[src/rtl/cc_pkg.sv]
package cc_pkg;
  typedef enum logic [1:0] {
    CODE_NORM = 2'b00,
    CODE_LOW  = 2'b01,
    CODE_HIGH = 2'b10
  } corner_e;

  typedef enum logic [1:0] {
    BIAS_ZERO = 2'b00,
    BIAS_REV  = 2'b01,
    BIAS_FWD  = 2'b10
  } bias_e;

  typedef enum logic [2:0] {
    ST_IDLE, ST_P_LOW, ST_P_RUN, ST_SETTLE, ST_N_LOW, ST_N_RUN, ST_DONE
  } state_e;

  function automatic bias_e bias_for(corner_e c);
    case (c)
      CODE_HIGH: return BIAS_FWD;
      CODE_LOW:  return BIAS_REV;
      default:   return BIAS_ZERO;
    endcase
  endfunction
endpackage

[src/rtl/cc_sync.sv]
module cc_sync #(
  parameter int STAGES = 2
) (
  input  logic clk,
  input  logic rst_n,
  input  logic din,
  output logic dout
);
  logic [STAGES-1:0] sh_q;

  always_ff @(posedge clk or negedge rst_n) begin
    if (!rst_n) sh_q <= '0;
    else        sh_q <= {sh_q[STAGES-2:0], din};
  end

  assign dout = sh_q[STAGES-1];
endmodule

[src/rtl/cc_cfg.sv]
module cc_cfg #(
  parameter int CW          = 5,
  parameter int DW          = 3,
  parameter int SW          = 8,
  parameter int P_HI_DEF    = 17,
  parameter int P_LO_DEF    = 8,
  parameter int N_HI_DEF    = 15,
  parameter int N_LO_DEF    = 11,
  parameter int DLY_HI_DEF  = 0,
  parameter int DLY_NOM_DEF = 1,
  parameter int DLY_LO_DEF  = 5,
  parameter int SETTLE_DEF  = 4
) (
  input  logic          clk,
  input  logic          rst_n,
  input  logic          load_en,
  input  logic [CW-1:0] p_hi_i,
  input  logic [CW-1:0] p_lo_i,
  input  logic [CW-1:0] n_hi_i,
  input  logic [CW-1:0] n_lo_i,
  input  logic [DW-1:0] dly_hi_i,
  input  logic [DW-1:0] dly_nom_i,
  input  logic [DW-1:0] dly_lo_i,
  input  logic [SW-1:0] settle_i,
  output logic [CW-1:0] p_hi_q,
  output logic [CW-1:0] p_lo_q,
  output logic [CW-1:0] n_hi_q,
  output logic [CW-1:0] n_lo_q,
  output logic [DW-1:0] dly_hi_q,
  output logic [DW-1:0] dly_nom_q,
  output logic [DW-1:0] dly_lo_q,
  output logic [SW-1:0] settle_q
);
  always_ff @(posedge clk or negedge rst_n) begin
    if (!rst_n) begin
      p_hi_q    <= CW'(P_HI_DEF);
      p_lo_q    <= CW'(P_LO_DEF);
      n_hi_q    <= CW'(N_HI_DEF);
      n_lo_q    <= CW'(N_LO_DEF);
      dly_hi_q  <= DW'(DLY_HI_DEF);
      dly_nom_q <= DW'(DLY_NOM_DEF);
      dly_lo_q  <= DW'(DLY_LO_DEF);
      settle_q  <= SW'(SETTLE_DEF);
    end else if (load_en) begin
      p_hi_q    <= p_hi_i;
      p_lo_q    <= p_lo_i;
      n_hi_q    <= n_hi_i;
      n_lo_q    <= n_lo_i;
      dly_hi_q  <= dly_hi_i;
      dly_nom_q <= dly_nom_i;
      dly_lo_q  <= dly_lo_i;
      settle_q  <= settle_i;
    end
  end
endmodule

[src/rtl/cc_timer.sv]
module cc_timer #(
  parameter int CNT_MAX = 24,
  parameter int CW      = 5,
  parameter int DW      = 3
) (
  input  logic          clk,
  input  logic          rst_n,
  input  logic          clear,
  input  logic          run,
  input  logic [DW-1:0] holdoff,
  input  logic          sync_hi,
  output logic [CW-1:0] result,
  output logic          stop
);
  localparam logic [CW-1:0] MAXV = CW'(CNT_MAX);
  localparam logic [CW-1:0] TMO  = CW'(CNT_MAX + 1);

  logic [DW-1:0] ho_q, ho_d;
  logic [CW-1:0] cnt_q, cnt_d;
  logic          cnt_en;

  assign cnt_en = (ho_q >= holdoff);

  always_comb begin
    ho_d  = ho_q;
    cnt_d = cnt_q;
    if (clear) begin
      ho_d  = '0;
      cnt_d = '0;
    end else if (run) begin
      if (!cnt_en)       ho_d  = ho_q + 1'b1;
      else if (!sync_hi) cnt_d = (cnt_q == MAXV) ? TMO : cnt_q + 1'b1;
    end
  end

  always_ff @(posedge clk or negedge rst_n) begin
    if (!rst_n) begin
      ho_q  <= '0;
      cnt_q <= '0;
    end else begin
      ho_q  <= ho_d;
      cnt_q <= cnt_d;
    end
  end

  assign stop   = run && cnt_en && (sync_hi || (cnt_q == MAXV));
  assign result = sync_hi ? cnt_q : TMO;


  cnt_range_chk: assert property (@(posedge clk) disable iff (!rst_n)
    cnt_q <= TMO);


  holdoff_freeze_chk: assert property (@(posedge clk) disable iff (!rst_n)
    (run && !cnt_en && !clear) |=> (cnt_q == $past(cnt_q)));


  stop_on_edge_chk: assert property (@(posedge clk) disable iff (!rst_n)
    (run && cnt_en && sync_hi) |-> stop);
endmodule

[src/rtl/corner_classifier.sv]
module corner_classifier #(
  parameter int CNT_MAX     = 24,
  parameter int CW          = 5,
  parameter int DW          = 3,
  parameter int SW          = 8,
  parameter int P_HI_DEF    = 17,
  parameter int P_LO_DEF    = 8,
  parameter int N_HI_DEF    = 15,
  parameter int N_LO_DEF    = 11,
  parameter int DLY_HI_DEF  = 0,
  parameter int DLY_NOM_DEF = 1,
  parameter int DLY_LO_DEF  = 5,
  parameter int SETTLE_DEF  = 4
) (
  input  logic          clk,
  input  logic          rst_n,
  input  logic          start_req,
  input  logic          chain_out,
  input  logic          cfg_we,
  input  logic [CW-1:0] cfg_p_hi,
  input  logic [CW-1:0] cfg_p_lo,
  input  logic [CW-1:0] cfg_n_hi,
  input  logic [CW-1:0] cfg_n_lo,
  input  logic [DW-1:0] cfg_dly_hi,
  input  logic [DW-1:0] cfg_dly_nom,
  input  logic [DW-1:0] cfg_dly_lo,
  input  logic [SW-1:0] cfg_settle,
  output logic          calib,
  output logic          busy,
  output logic          det_lowvdd,
  output logic          det_nfwd,
  output logic          det_nrev,
  output logic          det_pfwd,
  output logic          det_prev,
  output logic [1:0]    pmos_code,
  output logic [1:0]    nmos_code,
  output logic [CW-1:0] pmos_cnt,
  output logic [CW-1:0] nmos_cnt,
  output logic          done,
  output logic [1:0]    pbias_sel,
  output logic [1:0]    nbias_sel
);
  import cc_pkg::*;

  localparam logic [CW-1:0] TMO = CW'(CNT_MAX + 1);

  logic          sync_hi;
  logic [CW-1:0] p_hi, p_lo, n_hi, n_lo;
  logic [DW-1:0] dly_hi, dly_nom, dly_lo, holdoff;
  logic [SW-1:0] settle;
  logic          t_clear, t_run, t_stop;
  logic [CW-1:0] t_result;

  state_e        state_q, state_d;
  logic [SW-1:0] wait_q, wait_d;
  corner_e       pcode_q, pcode_d, ncode_q, ncode_d;
  bias_e         pbias_q, pbias_d, nbias_q, nbias_d;
  logic [CW-1:0] pcnt_q, pcnt_d, ncnt_q, ncnt_d;
  corner_e       p_class, n_class;

  cc_sync #(.STAGES(2)) u_sync (
    .clk(clk), .rst_n(rst_n), .din(chain_out), .dout(sync_hi)
  );

  cc_cfg #(
    .CW(CW), .DW(DW), .SW(SW),
    .P_HI_DEF(P_HI_DEF), .P_LO_DEF(P_LO_DEF),
    .N_HI_DEF(N_HI_DEF), .N_LO_DEF(N_LO_DEF),
    .DLY_HI_DEF(DLY_HI_DEF), .DLY_NOM_DEF(DLY_NOM_DEF),
    .DLY_LO_DEF(DLY_LO_DEF), .SETTLE_DEF(SETTLE_DEF)
  ) u_cfg (
    .clk(clk), .rst_n(rst_n), .load_en(cfg_we && (state_q == ST_IDLE)),
    .p_hi_i(cfg_p_hi), .p_lo_i(cfg_p_lo), .n_hi_i(cfg_n_hi), .n_lo_i(cfg_n_lo),
    .dly_hi_i(cfg_dly_hi), .dly_nom_i(cfg_dly_nom), .dly_lo_i(cfg_dly_lo),
    .settle_i(cfg_settle),
    .p_hi_q(p_hi), .p_lo_q(p_lo), .n_hi_q(n_hi), .n_lo_q(n_lo),
    .dly_hi_q(dly_hi), .dly_nom_q(dly_nom), .dly_lo_q(dly_lo),
    .settle_q(settle)
  );

  always_comb begin
    if (state_q != ST_N_RUN) holdoff = '0;
    else begin
      case (pcode_q)
        CODE_HIGH: holdoff = dly_hi;
        CODE_LOW:  holdoff = dly_lo;
        default:   holdoff = dly_nom;
      endcase
    end
  end

  assign t_run   = (state_q == ST_P_RUN) || (state_q == ST_N_RUN);
  assign t_clear = ((state_q == ST_P_LOW) || (state_q == ST_N_LOW)) && !sync_hi;

  cc_timer #(.CNT_MAX(CNT_MAX), .CW(CW), .DW(DW)) u_timer (
    .clk(clk), .rst_n(rst_n), .clear(t_clear), .run(t_run),
    .holdoff(holdoff), .sync_hi(sync_hi), .result(t_result), .stop(t_stop)
  );

  always_comb begin
    if (t_result == TMO || t_result >= p_hi) p_class = CODE_HIGH;
    else if (t_result <= p_lo)               p_class = CODE_LOW;
    else                                     p_class = CODE_NORM;
    if (t_result == TMO || t_result > n_hi)  n_class = CODE_HIGH;
    else if (t_result < n_lo)                n_class = CODE_LOW;
    else                                     n_class = CODE_NORM;
  end

  always_comb begin
    state_d = state_q;
    wait_d  = wait_q;
    pcode_d = pcode_q;
    ncode_d = ncode_q;
    pcnt_d  = pcnt_q;
    ncnt_d  = ncnt_q;
    pbias_d = pbias_q;
    nbias_d = nbias_q;
    case (state_q)
      ST_IDLE:  if (start_req) state_d = ST_P_LOW;
      ST_P_LOW: if (!sync_hi) state_d = ST_P_RUN;
      ST_P_RUN: if (t_stop) begin
        state_d = ST_SETTLE;
        pcnt_d  = t_result;
        pcode_d = p_class;
        wait_d  = '0;
      end
      ST_SETTLE: begin
        wait_d = wait_q + 1'b1;
        if (({1'b0, wait_q} + 1'b1) >= {1'b0, settle}) state_d = ST_N_LOW;
      end
      ST_N_LOW: if (!sync_hi) state_d = ST_N_RUN;
      ST_N_RUN: if (t_stop) begin
        state_d = ST_DONE;
        ncnt_d  = t_result;
        ncode_d = n_class;
        pbias_d = bias_for(pcode_q);
        nbias_d = bias_for(n_class);
      end
      default: state_d = ST_IDLE;
    endcase
  end

  always_ff @(posedge clk or negedge rst_n) begin
    if (!rst_n) begin
      state_q <= ST_IDLE;
      wait_q  <= '0;
      pcode_q <= CODE_NORM;
      ncode_q <= CODE_NORM;
      pcnt_q  <= '0;
      ncnt_q  <= '0;
      pbias_q <= BIAS_ZERO;
      nbias_q <= BIAS_ZERO;
    end else begin
      state_q <= state_d;
      wait_q  <= wait_d;
      pcode_q <= pcode_d;
      ncode_q <= ncode_d;
      pcnt_q  <= pcnt_d;
      ncnt_q  <= ncnt_d;
      pbias_q <= pbias_d;
      nbias_q <= nbias_d;
    end
  end

  assign calib      = t_run;
  assign busy       = (state_q != ST_IDLE);
  assign done       = (state_q == ST_DONE);
  assign det_lowvdd = (state_q == ST_P_LOW) || (state_q == ST_P_RUN);
  assign det_nfwd   = det_lowvdd;
  assign det_prev   = det_lowvdd;
  assign det_nrev   = (state_q == ST_SETTLE) || (state_q == ST_N_LOW) || (state_q == ST_N_RUN);
  assign det_pfwd   = det_nrev;
  assign pmos_code  = pcode_q;
  assign nmos_code  = ncode_q;
  assign pmos_cnt   = pcnt_q;
  assign nmos_cnt   = ncnt_q;
  assign pbias_sel  = pbias_q;
  assign nbias_sel  = nbias_q;


  chain_low_chk: assert property (@(posedge clk) disable iff (!rst_n)
    $rose(calib) |-> !$past(sync_hi));


  done_pulse_chk: assert property (@(posedge clk) disable iff (!rst_n)
    done |=> !done);


  busy_hold_chk: assert property (@(posedge clk) disable iff (!rst_n)
    (busy && !done) |=> busy);


  mode_p_chk: assert property (@(posedge clk) disable iff (!rst_n)
    det_lowvdd |-> (det_nfwd && det_prev && !det_nrev && !det_pfwd));


  mode_n_chk: assert property (@(posedge clk) disable iff (!rst_n)
    det_nrev |-> (det_pfwd && !det_lowvdd && !det_nfwd && !det_prev));


  code_valid_chk: assert property (@(posedge clk) disable iff (!rst_n)
    done |-> (pmos_code != 2'b11 && nmos_code != 2'b11 &&
              pbias_sel != 2'b11 && nbias_sel != 2'b11));


  timeout_high_chk: assert property (@(posedge clk) disable iff (!rst_n)
    (done && nmos_cnt == TMO) |-> (nmos_code == 2'b10));
endmodule

[config.mk]
export PLATFORM = sky130hd
export DESIGN_NAME = corner_classifier
export DESIGN_NICKNAME = d
export VERILOG_FILES = /design/src/rtl/cc_pkg.sv /design/src/rtl/cc_sync.sv /design/src/rtl/cc_cfg.sv /design/src/rtl/cc_timer.sv /design/src/rtl/corner_classifier.sv
export SDC_FILE = /design/constraint.sdc
export NUM_CORES = 1
export LEC_CHECK = 0
export ABC_AREA = 1
export BUFFER_PORTS_ARGS = -buffer_cell sky130_fd_sc_hd__buf_2
export CORE_ASPECT_RATIO = 1.25
export CORE_MARGIN = 1.5
export CORE_UTILIZATION = 45
export CTS_CLUSTER_SIZE = 40
export DETAILED_ROUTE_END_ITERATION = 8
export GPL_ROUTABILITY_DRIVEN = 0
export PLACE_DENSITY = 0.66
export SLEW_MARGIN = 10
export SYNTH_ARGS = -nofsm -noshare
export SYNTH_HDL_FRONTEND = slang
export SYNTH_SLANG_ARGS = --single-unit
export TNS_END_PERCENT = 10
[constraint.sdc]
create_clock -name clk -period 4 [get_ports clk]
set_input_delay 0.8 -clock clk [delete_from_list [all_inputs] [get_ports clk]]
set_output_delay 0.8 -clock clk [all_outputs]
set_load 0.01 [all_outputs]
Word-level counts from Yosys, hierarchy flattened

Cells that the tools add are included.

Word-level logic and storage cells: 100
Bits of input ports: 42
Register bits: 76

Add/sub/neg operators: 4
Mux-type cells: 26
$lt $le $gt $ge: 6
Eq/ne operators: 21
Reductions and logical operators: 24

Operators with widths:

| cell                                                | number |
|---|---|
| 2-to-1 mux 3 bit                                    | 10 |
| 2-to-1 mux 5 bit                                    | 6 |
| one-hot mux 3 bit (6 select lines)                  | 1 |
| inequality test 2 bit, second input constant        | 8 |
| one-hot mux 8 bit (2 select lines)                  | 1 |
| equality test 5 bit, second input constant          | 2 |
| adder 8 x 1 -> 9 bit, second input constant         | 1 |
| equality test 3 bit, second input constant          | 3 |
| greater-or-equal comparator 9 x 8 -> 1 bit          | 1 |
| adder 8 x 1 -> 8 bit, second input constant         | 1 |
| logical OR 1 bit                                    | 8 |
| 2-to-1 mux 8 bit                                    | 1 |
| one-hot mux 2 bit (2 select lines)                  | 2 |
| AND reduction 2 bit                                 | 4 |
| equality test 3 x 2 -> 1 bit, second input constant | 2 |
| one-hot mux 3 bit (2 select lines)                  | 1 |
| AND reduction 6 bit                                 | 1 |
| nonzero test 2 bit                                  | 3 |
| adder 5 x 1 -> 5 bit, second input constant         | 1 |
| greater-or-equal comparator 5 bit                   | 1 |
| > comparator 5 bit                                  | 1 |
| <= comparator 5 bit                                 | 1 |
| less-than comparator 5 bit                          | 1 |
| equality test 2 x 1 -> 1 bit, second input constant | 2 |
| 12 further kinds                                    | 18 |

Depth between registers and ports, before layout

Depth after elaboration: 8
Depth in mapped cells: 18

Modules after synthesis

Synthesis repeated with hierarchy kept, for this count alone.

Cell total of the unflattened synthesis: 537
Area total of the unflattened synthesis: 4325.4 um2

Modules (own cells, without submodules):

| module            | cells an instance | instances | area each (um2) |
|---|---|---|---|
| corner_classifier | 294               | 1         | 2214.6 |
| cc_cfg            | 156               | 1         | 1431.4 |
| cc_timer          | 85                | 1         | 629.4 |
| cc_sync           | 2                 | 1         | 50.0 |

Worst setup path after synthesis

No wires, ideal clock.

Kind: reg-to-reg
Start point: register pcode_q[0] (netlist: pmos_code[0])
End point: register ncode_q[0] (netlist: nmos_code[0])
Arrival: 2.315 ns
Library setup time: 0.121 ns
Clock period less this slack: 2.436 ns
Slack: 1.564 ns
Cell stages (with the launch flop): 17
Buffers on the path: 1
Cell sequence: dfrtp_1 inv_1 ha_1 inv_1 o21ai_0 a31o_2 ha_1 nand3_1 nand3_1 nand2_1 inv_2 nand2_2 nor2_4 inv_2 buf_6 nand2_1 o21ai_1

Word-level cells in the longest chain between the ends: 7

RTL lines:

| item                                                                | RTL line                 | text |
|---|---|---|
| start: declaration                                                  | corner_classifier.sv:56  | `corner_e pcode_q, pcode_d, ncode_q, ncode_d;` |
| start signal: assignment                                            | corner_classifier.sv:156 | `pcode_q <= pcode_d;` |
| equality test 2 x 1 -> 1 bit or equality test 2 bit (tied branches) | corner_classifier.sv:84  | `case (pcode_q)` |
| one-hot mux 3 bit (2 select lines) (*)                              | corner_classifier.sv:84  |  |
| 2-to-1 mux 3 bit (*)                                                | corner_classifier.sv:82  | `if (state_q != ST_N_RUN) holdoff = '0;` |
| greater-or-equal comparator 3 bit (*)                               | cc_timer.sv:22           | `assign cnt_en = (ho_q >= holdoff);` |
| logical AND 1 bit (*) (2 in a row)                                  | cc_timer.sv:46           | `assign stop = run && cnt_en && (sync_hi \|\| (cnt_q == MAXV));` |
| AND reduction 2 bit (no source line) (*)                            | n/a                      |  |
| end signal: assignment                                              | corner_classifier.sv:157 | `ncode_q <= ncode_d;` |
| end: declaration                                                    | corner_classifier.sv:56  |  |

Mark *: on every way between the ends. The rest lies on a longest branch, timed or not.
A chain may end at the register's enable or synchronous reset.

Final worst setup path

Start point: register pcode_q[0] (netlist: pmos_code[0])
End point: register wait_q[5]

Word-level cells in the longest chain between the ends: 8

RTL lines:

| item                                                                | RTL line                 | text |
|---|---|---|
| equality test 2 x 1 -> 1 bit or equality test 2 bit (tied branches) | corner_classifier.sv:84  |  |
| one-hot mux 3 bit (2 select lines) (*)                              | corner_classifier.sv:84  |  |
| 2-to-1 mux 3 bit (*)                                                | corner_classifier.sv:82  |  |
| greater-or-equal comparator 3 bit (*)                               | cc_timer.sv:22           |  |
| logical AND 1 bit (*) (2 in a row)                                  | cc_timer.sv:46           |  |
| inequality test 2 bit (no source line) (*)                          | n/a                      |  |
| AND reduction 2 bit (no source line) (*)                            | n/a                      |  |
| end signal: assignment                                              | corner_classifier.sv:155 | `wait_q <= wait_d;` |
| end: declaration                                                    | corner_classifier.sv:55  | `logic [SW-1:0] wait_q, wait_d;` |

Marks and branches as above.

==> results.py <==
metrics = {
    "outcome": {
        "outcome": "completed",
    },
    "drt": {
        "drtPass1Iterations": 4,
        "final_antenna_net_count": 0,
        "met1Wirelength_microns": 3940,
        "num_vias": 3256,
        "top_layer": "met4",
        "first_iter_violations": 195,
        "post_drt_wl_per_cell_microns": 12.7,
        "wl_met2_microns": 4020,
        "wl_met3_microns": 261,
        "drcViolationCount": 0,
        "vias_per_cell": 4.95,
        "wl_microns": 8380,
    },
    "sta": {
        "tns_ns": 0,
        "tightest_slew_ns": 0.985,
        "rsz0062_at_grt": "no",
        "setup_viol": 0,
        "final-hold-violation-count": 0,
        "slew_headroom_pct": 34.2,
        "finalWorstPathRequiredPeriod_ns": 2.79,
        "clock.fmax_mhz": 359,
        "drv_slew": 0,
        "skew_ns": 0.00776,
        "finalCritPeriodShare_pct": 69.7,
    },
    "logic_synthesis": {
        "synth_cells": 463,
        "yosysSeqAreaShare_pct": 46.5,
        "synth_area_sq_um": 4070,
        "ys.flop_type": "dfrtp_1",
        "synth_top_area_share_pct": 37.5,
        "yosysWarningCount": 0,
        "synthTopCellsByArea": "dfrtp_1 38%, ha_1 12%, nand2_1 9.4%",
        "synth_top_area_cell": "dfrtp_1",
        "synth-edff-count": 0,
        "async_flop_share_pct": 100,
        "synth.distinct_cells": 32,
        "syn_nets": 543,
        "ys_ff_latch": 75,
        "avgSynthCellArea_sq_um": 8.79,
    },
    "clock_network": {
        "root_buffer": "clkbuf_8",
        "cts-resized-gates": 0,
        "cts.path.max_buffers": 2,
        "htree_num_levels": 3,
        "cts_hold_buffers": 0,
        "cts_tree": "built",
        "cts.sink_count": 75,
        "clk_pin_slew_worst_paths_ns": 0.08,
        "cts_made_buffers": 9,
        "clock_latency_ns": 0.35,
        "postCtsSetupRepairBufs": 0,
    },
    "power": {
        "clockPowerShare_pct": 18.3,
        "pwr-share-comb_pct": 41.9,
        "vdd_drop_max_mv": 0.449,
        "power.share.sequential_pct": 39.8,
        "power_density_nw_per_um2": 676,
        "switching_share_pct": 39.3,
        "power_leakage_uw": 0.00259,
        "power.switching_uw": 1250,
        "intPower_uw": 1930,
        "p_total_uw": 3180,
    },
    "global_route": {
        "antenna_found_initial": 0,
        "track_usage_pct": 19.1,
        "grt_pass1_vias": 3160,
        "overflow": 0,
        "grt_max_degree": 47,
        "grt_pass1_wl_microns": 14000,
    },
    "final_layout": {
        "nNetsFinal": 613,
        "drive_gt1_share_pct": 24.2,
        "area_growth_pct": 15.7,
        "antennaDiodeCount": 0,
        "final_cells": 658,
    },
    "run": {
        "maxCapViolations": 0,
    },
    "floorplanning": {
        "ioPinCount": 68,
        "core_sq_um": 8750,
        "num_rows": 38,
        "die-height_microns": 109,
        "initial_core_util_pct": 46.5,
        "die_w_microns": 88.1,
        "die_area_sq_um": 9630,
    },
    "critical_path": {
        "critical_path.max_stage_delay_ns": 0.42,
        "crit_path_end_kind": "flip-flop",
        "slowest_stage": "dfrtp_1",
        "critPathTopFamily": "simple AND/OR/NAND/NOR gates",
        "timing.rr.start": "pmos_code[0]$_DFFE_PN0P_",
        "startpoint_type": "flip-flop",
        "crit_start": "pmos_code[0]$_DFFE_PN0P_",
        "required_ns": 4.29,
        "cp_max_fo": 13,
        "crit_chain": "inv_1, ha_1, inv_1, o21ai_0, a31o_2, ha_1, a21oi_1, nand3_1, nand2_1, inv_2, nand3b_2, nand2_1, inv_1, nand2_1, nand2_1",
        "worst_path_most_repeated_cell": "nand2_1",
        "crit_buf_inv": 4,
        "critical_path_class": "flip-flop to flip-flop",
        "critPathArrivalTime_ns": 3.08,
    },
    "min_path": {
        "hp-start": "u_sync.sh_q[0]$_DFF_PN0_",
        "min-delay-path-class": "flip-flop to flip-flop",
    },
    "placement": {
        "hpwl_microns": 6310,
        "dp_cells": 642,
        "port_buffers": 67,
    },
}
[metrics by stage]
| stage | cell area, sq um | util (%) | setup slack (ns) | hold WS (ns) |
|---|---|---|---|---|
| floorplan | 4070 | - | 1.56 | 0.331 |
| global placement | 4520 | 51.6 | 1.38 | 0.335 |
| detailed placement | 4520 | 51.6 | 1.24 | 0.336 |
| CTS | 4710 | 53.8 | 1.22 | 0.353 |
| global route | 4710 | 53.8 | 0.919 | 0.360 |
| finish | 4710 | 53.8 | 1.21 | 0.352 |
[cells in the final DEF, fill, tap and decap left out, types with 2 or more instances in the layout]
cell	synthesis	routed
a21oi_1	43	43
buf_2	5	67
buf_4	4	4
clkbuf_8	0	10
clkinv_2	0	3
dfrtp_1	61	61
dfstp_2	14	14
ha_1	38	38
inv_1	60	60
inv_2	4	4
mux2_2	14	14
nand2_1	102	102
nand2_2	3	3
nand3_1	18	17
nand4_1	9	9
nor2_1	39	39
nor2_4	2	2
nor3_1	2	2
o21ai_0	20	20
o21ai_1	2	2
o21ai_2	3	3
o22ai_1	2	2
xor2_1	6	6
[registers in the layout, summed over array words and instances (netlist names), 5 cells and up]
signal          flops
u_cfg.n_hi_q        5
pmos_cnt            5
wait_q              8
u_cfg.p_lo_q        5
u_cfg.settle_q      8
u_cfg.p_hi_q        5
nmos_cnt            5
u_cfg.n_lo_q        5
u_timer.cnt_q       5
[worst reg2reg max path: cells and delay by family (launching register included)]
| family | cells | cell delay, ns |
|---|---|---|
| compound gates | 3 | 0.49 |
| buf+inv | 4 | 0.37 |
| fa+ha+maj | 2 | 0.64 |
| simple gates | 6 | 0.81 |
| flops | 1 | 0.42 |
[power by group through the flow]
stage | clock, uW | sequential [uW] | combinational, uW
floorplan | 0 | 1270 | 980
global placement | 0 | 1270 | 1300
detailed placement | 0 | 1280 | 1340
CTS | 598 | 1270 | 1350
global route | 629 | 1300 | 1540
finish | 582 | 1270 | 1330
[synthesized netlist by cell type (4+ instances only)]
| master | number |
|---|---|
| nand2_1 | 102 |
| dfrtp_1 | 61 |
| inv_1 | 60 |
| a21oi_1 | 43 |
| nor2_1 | 39 |
| ha_1 | 38 |
| o21ai_0 | 20 |
| nand3_1 | 18 |
| dfstp_2 | 14 |
| mux2_2 | 14 |
| nand4_1 | 9 |
| xor2_1 | 6 |
| buf_2 | 5 |
| buf_4 | 4 |
| inv_2 | 4 |
[routing by layer]
layer  up-vias  global-route usage (%)
met5         -                       0
met4         0                    10.3
met3         9                    2.63
met2        62                    31.1
met1      1538                    24.5
li1       1647                       -
[logic make-up (layout without fill, tap and decap cells)]
group | count (synthesis) | in the layout | share of synthesized area (%)
AOI/OAI and AO/OA | 77 | 77 | 10.4
muxes | 14 | 14 | 3.87
xor gates and xnor gates | 6 | 6 | 1.29
buffers and inverters | 76 | 151 | 7.72
adders and majority gates | 38 | 38 | 11.7
and+or+nand+nor | 177 | 177 | 18.5
DFF | 75 | 75 | 46.5
[final cells by class]
cell class                      instances  area [sq um]
Fill cell                             843          4040
Inverter                               64           240
Clock inverter                          5          52.6
Clock buffer                           11           141
Timing Repair Buffer                   71           365
Tap cell                              120           150
Sequential cell                        75          1890
Multi-Input combinational cell        312          1870
[path summary, 6_finish.rpt]
| check | to | slack (ns) | cells after the start |
|---|---|---|---|
| hold reg to reg | u_sync.sh_q[1]$_DFF_PN0_ | 0.35 | 0 |
| hold / removal | u_sync.sh_q[1]$_DFF_PN0_ | 0.35 | 0 |
| min in group asynchronous | u_cfg.n_lo_q[4]$_DFFE_PN0P_ | 0.61 | 1 |
| setup reg to reg | wait_q[5]$_DFFE_PN0P_ | 1.21 | 15 |
| setup / recovery | wait_q[5]$_DFFE_PN0P_ | 1.21 | 15 |
| max in group asynchronous | u_cfg.dly_nom_q[0]$_DFFE_PN1P_ | 2.51 | 2 |
(Power assumes the default switching activity.)
